File: src/rtl/nr4_pkg.sv
package nr4_pkg;

    typedef enum logic {
        SET_MINUS = 1'b0,
        SET_PLUS  = 1'b1
    } digit_set_e;

    typedef struct packed {
        logic sign;
        logic two;
        logic one;
    } top_digit_s;

endpackage

File: src/rtl/nr4_pair_cell.sv
module nr4_pair_cell
    import nr4_pkg::*;
(
    input  digit_set_e mode,
    input  logic       b_lo,
    input  logic       b_hi,
    input  logic       c_in,
    output logic       bit_lo,
    output logic       bit_hi,
    output logic       c_out
);

    logic c_mid;

    always_comb begin
        if (mode == SET_MINUS) begin
            // plain adder first, then the negative-sum adder
            c_mid  = b_lo & c_in;
            bit_lo = b_lo ^ c_in;
            bit_hi = b_hi ^ c_mid;
            c_out  = b_hi | c_mid;
        end else begin
            // negative-sum adder first, then the plain adder
            c_mid  = b_lo | c_in;
            bit_lo = b_lo ^ c_in;
            bit_hi = b_hi ^ c_mid;
            c_out  = b_hi & c_mid;
        end
    end

    int digit_val;
    always_comb begin
        if (mode == SET_MINUS) digit_val = -2 * int'(bit_hi) + int'(bit_lo);
        else                   digit_val =  2 * int'(bit_hi) - int'(bit_lo);
        AST_PAIR_BALANCE: assert (int'(b_lo) + 2 * int'(b_hi) + int'(c_in)
                                  == digit_val + 4 * int'(c_out));
    end

endmodule

File: src/rtl/nr4_top_booth.sv
module nr4_top_booth
    import nr4_pkg::*;
(
    input  logic       b_hi,
    input  logic       b_lo,
    input  logic       c_in,
    output top_digit_s digit
);

    always_comb begin
        digit.sign = b_hi;
        digit.one  = b_lo ^ c_in;
        digit.two  = (b_lo == c_in) && (b_hi != b_lo);
    end

    int in_val;
    int out_val;
    always_comb begin
        in_val  = -2 * int'(b_hi) + int'(b_lo) + int'(c_in);
        out_val = int'(digit.one) + 2 * int'(digit.two);
        if (digit.sign) out_val = -out_val;
        AST_TOP_FLAGS_EXCL: assert (!(digit.one && digit.two));
        AST_TOP_VALUE: assert (in_val == out_val);
    end

endmodule

File: src/rtl/nr4_recoder.sv
module nr4_recoder
    import nr4_pkg::*;
#(
    parameter int WIDTH   = 16,
    parameter bit REG_OUT = 1'b1
) (
    input  logic             clk,
    input  logic             rst_n,
    input  logic             set_plus,
    input  logic [WIDTH-1:0] word_in,
    output logic [WIDTH:0]   code_out
);

    localparam int DIGITS = WIDTH / 2;
    localparam int LOWER  = DIGITS - 1;
    localparam int CODE_W = WIDTH + 1;

    typedef struct packed {
        logic [CODE_W-1:0] code;
    } stage_s;

    digit_set_e        mode;
    logic [LOWER:0]    ripple;
    logic [CODE_W-1:0] code_comb;
    top_digit_s        top_digit;

    assign mode      = digit_set_e'(set_plus);
    assign ripple[0] = 1'b0;

    for (genvar j = 0; j < LOWER; j++) begin : g_pair
        nr4_pair_cell i_cell (
            .mode   (mode),
            .b_lo   (word_in[2*j]),
            .b_hi   (word_in[2*j+1]),
            .c_in   (ripple[j]),
            .bit_lo (code_comb[2*j]),
            .bit_hi (code_comb[2*j+1]),
            .c_out  (ripple[j+1])
        );
    end

    nr4_top_booth i_top (
        .b_hi  (word_in[WIDTH-1]),
        .b_lo  (word_in[WIDTH-2]),
        .c_in  (ripple[LOWER]),
        .digit (top_digit)
    );

    assign code_comb[CODE_W-1:CODE_W-3] = top_digit;

    function automatic int code_value(logic [CODE_W-1:0] c, logic plus);
        int acc;
        int w;
        int t;
        acc = 0;
        w   = 1;
        for (int j = 0; j < LOWER; j++) begin
            if (plus) acc += w * (2 * int'(c[2*j+1]) - int'(c[2*j]));
            else      acc += w * (int'(c[2*j]) - 2 * int'(c[2*j+1]));
            w *= 4;
        end
        t = int'(c[CODE_W-3]) + 2 * int'(c[CODE_W-2]);
        if (c[CODE_W-1]) t = -t;
        return acc + w * t;
    endfunction

    if (REG_OUT) begin : g_reg
        stage_s stage_d;
        stage_s stage_q;

        always_comb begin
            stage_d      = stage_q;
            stage_d.code = code_comb;
        end

        always_ff @(posedge clk or negedge rst_n) begin
            if (!rst_n) stage_q <= '0;
            else        stage_q <= stage_d;
        end

        assign code_out = stage_q.code;

        AST_RESET_CLEAR: assert property (@(posedge clk)
            !rst_n |-> code_out == '0);
        AST_VALUE_MATCH: assert property (@(posedge clk) disable iff (!rst_n)
            $past(rst_n) |-> code_value(code_out, $past(set_plus))
                             == int'($signed($past(word_in))));
        AST_ZERO_WORD: assert property (@(posedge clk) disable iff (!rst_n)
            ($past(rst_n) && $past(word_in) == '0) |-> code_out == '0);
        AST_TOP_ONEHOT: assert property (@(posedge clk) disable iff (!rst_n)
            $onehot0(code_out[CODE_W-2:CODE_W-3]));
    end else begin : g_comb
        assign code_out = code_comb;
    end

endmodule

File: config.mk
export PLATFORM = sky130hd
export DESIGN_NAME = nr4_recoder
export DESIGN_NICKNAME = d
export VERILOG_FILES = /design/src/rtl/nr4_pkg.sv /design/src/rtl/nr4_pair_cell.sv /design/src/rtl/nr4_top_booth.sv /design/src/rtl/nr4_recoder.sv
export SDC_FILE = /design/constraint.sdc
export NUM_CORES = 1
export LEC_CHECK = 0
export ABC_CLOCK_PERIOD_IN_PS = 800
export BUFFER_PORTS_ARGS = -buffer_cell sky130_fd_sc_hd__buf_2
export CORE_MARGIN = 1
export CORE_UTILIZATION = 30
export DETAILED_ROUTE_END_ITERATION = 7
export PLACE_DENSITY_LB_ADDON = 0.08
export SYNTH_ARGS = -nofsm -noshare
export SYNTH_HDL_FRONTEND = slang
export SYNTH_SLANG_ARGS = --single-unit
File: constraint.sdc
create_clock -name clk -period 0.8 [get_ports clk]
set_clock_uncertainty 0.15 [all_clocks]
set_input_delay 0.16 -clock clk [delete_from_list [all_inputs] [get_ports clk]]
set_output_delay 0.16 -clock clk [all_outputs]
set_load 0.02 [all_outputs]
==> metrics.txt <==
RSZ-0062 raised after global routing=yes; post-synthesis sequential area ratio=45.3%; most common cell type on the critical path=o21ai_2; Tcrit/Tclk final=374%; # setup viols final=31; total global routing overflow=0; DRT antenna net count=0; slowest stage delay, CP=200 ps; TritonCTS clock tree=built; maximum VDD drop=530 uV; Finished Layout Cells=176; Final Max Tran Viols=0; WP data arrival=3050 ps; vias in the first global route=709; CTS root buf=clkbuf_4; critical path's top delay family=compound AO/OA/AOI/OAI gates; critical path cell sequence=buf_8 > ha_4 > nand2_4 > nand2_4 > inv_2 > ha_4 > o21ai_4 > o21ai_2 > ha_4 > o21ai_4 > o21ai_2 > ha_4 > o21ai_4 > o21ai_2 > ha_2 > o21ai_2 > o21ai_1 > ha_2 > o21ai_2 > o21a_1 > ha_2 > nor2_2 > o22ai_2 > mux2i_1; Synth Instances=89; Compound-Gate Fraction of Synth Area=16.2%; synth-to-layout area growth=74.8%; area leader, netlist=dfrtp_1; GRT Util Overall=11.2%; clock transition at the registers of the reported paths=100 ps; DR vias=772; most frequent cell after synthesis=dfrtp_1; worst slack, placed=-2720 ps; Synth Area in XOR/XNOR=6.52%; drt drc=3; Avg Synthesized Cell Area=10.6 um2; CTS max path bufs=2; worst path bufs/invs=2; total CTS buffers=3; WL final=1.83 mm; status=complete, but fails checks; row count=19; n_diodes=0; Post-synth top cells=17 x dfrtp_1, 13 x ha_1, 12 x inv_1; number of flops mapped to enable cells by yosys=0; pin count of the biggest net entering global routing=20; Synth top area share=45.3%; design area=0.00164 mm2; Slew @ Worst Pin=305 ps; failing checks=design-rule violations, negative hold slack, negative setup slack; Leak=0.776 nW; ys flop type=dfrtp_1; Slowest cell on crit path=mux2i_1; worst hold slack=-82.8 ps; Yosys warning count=0; Num Clock Sinks=17; DR vias/cell=4.39; Hold Crit Depth=2; max reg flops=17; full die area=0.00336 mm2; CP Data Required Time=860 ps; Placed Cells=166; DR iter-0 viols=13; Post-Syn Nets=121; post-synthesis adder-cell area fraction=17.3%; final hold violation count=3; hold crit path type=input pin to register; largest family of logic cells by synthesized area=adder cells; initial cell density of the core=32.9%; hold_sp=word_in[14]; Critical Path Source Type=input pin; crit path launch=word_in[1]; Core Region=0.00285 mm2; HPWL Detailed=1.33 mm; I/O pin count=36; simple-gate portion of the synthesized area=6.39%; setup TNS=-22,210 ps; Yosys reg bits=17; Cell Pwr Density=1470 mW/mm2; CP Max Fanout=2; Setup CP Type=input pin to register; number of I/O port buffers=35; initial antenna violation count=0; Yosys cell types=17; normalized max-slew margin=79.7%; Worst Setup Slack, final=-2190 ps; DP Area=0.00132 mm2; post-synthesis mux area share=1.07%; first-pass GRT wire length=2.79 mm; Nets=178; H-Tree Depth=1; crit path time final=2990 ps; Die Wd=58.0 um; Area contributors post-synth=dfrtp_1 45%, ha_1 17%, o21ai_2 5.6%, xnor2_1 5.6%, inv_1 4.8%; Async SR Flop Fraction=100%; Cell Area, Synth=940 um2; Final Util=57.6%; Chip Height=58.0 um; TritonRoute pass-1 iters=6; share of post-route cells with drive strength above 1=60.7%; Fmax=0.334 GHz; WL/cell=10.4 um; gpl congestion=0.661; max-cap violations=0; critical path depth=24; CP Capture Type=register
## stage by stage
| stage | hold slack, ps | power (mW) |
|---|---|---|
| floorplan | -286 | 1.44 |
| global placement | -56.0 | 1.70 |
| detailed placement | -55.4 | 1.71 |
| CTS | -155 | 2.40 |
| global route | -91.5 | 2.56 |
| finish | -82.8 | 2.42 |
## where the power goes
| group | internal [mW] | total [mW] | switching [mW] |
|---|---|---|---|
| clock | 0.193 | 0.465 | 0.272 |
| combinational | 0.504 | 0.939 | 0.435 |
| sequential | 0.965 | 1.01 | 0.0477 |
| total | 1.66 | 2.42 | 0.755 |
## per-layer routing
layer / vias to the layer above / global-route usage, % / wire (um)
met2: 20 / 20.0 / 964
li1: 397 / - / -
met4: 0 / 7.14 / 27
met3: 2 / 1.34 / 72
met1: 353 / 12.5 / 766
met5: - / 0 / 0
## kinds of logic (layout without fill, tap and decap cells)
family / count (synthesis) / in the layout
flops: 17 / 17
xor+xnor: 7 / 7
compound gates: 22 / 22
buf+inv: 15 / 71
simple gates: 14 / 14
fa+ha+maj: 13 / 13
mux: 1 / 1
## cell type report
| class | count | area, um2 |
|---|---|---|
| flip-flops and latches | 17 | 425 |
| inverters | 13 | 48.8 |
| clock buffers | 4 | 26.3 |
| multi-input cells | 57 | 629 |
| repair buffers | 54 | 474 |
| fillers | 254 | 1210 |
| well taps | 31 | 38.8 |
## cells in the final DEF (no fill, tap or decap), types with 2 or more instances in the layout
cell / synthesis / layout
clkbuf_4: 0 / 3
nand2_4: 0 / 2
buf_2: 0 / 15
o21ai_2: 6 / 11
dfrtp_1: 17 / 17
o21ai_1: 5 / 2
o21ai_4: 0 / 3
buf_8: 0 / 2
buf_4: 1 / 14
ha_2: 0 / 6
inv_1: 12 / 12
xnor2_1: 6 / 6
nand2_1: 10 / 7
o21a_1: 5 / 5
ha_4: 0 / 7
dlygate4sd3_1: 0 / 3
nand2b_1: 3 / 2
buf_6: 1 / 19
## worst paths after layout
kind                       slack [ps]           end
setup / recovery                -2190  code_out[15]
hold / removal                    -80  code_out[14]
max in group asynchronous         210   code_out[9]
min in group asynchronous         160   code_out[8]
## what timing repair did
item / in CTS / in global routing
buffers inserted: 3 / 0
hold buffers: 2 / 1
endpoints found under the setup margin: 30 / 30
gates cloned: 0 / 0
pin swaps: 20 / 4
resized for setup: 54 / 8
hold endpoints to repair: 23 / 4
Power figures use the tool's default switching activity.
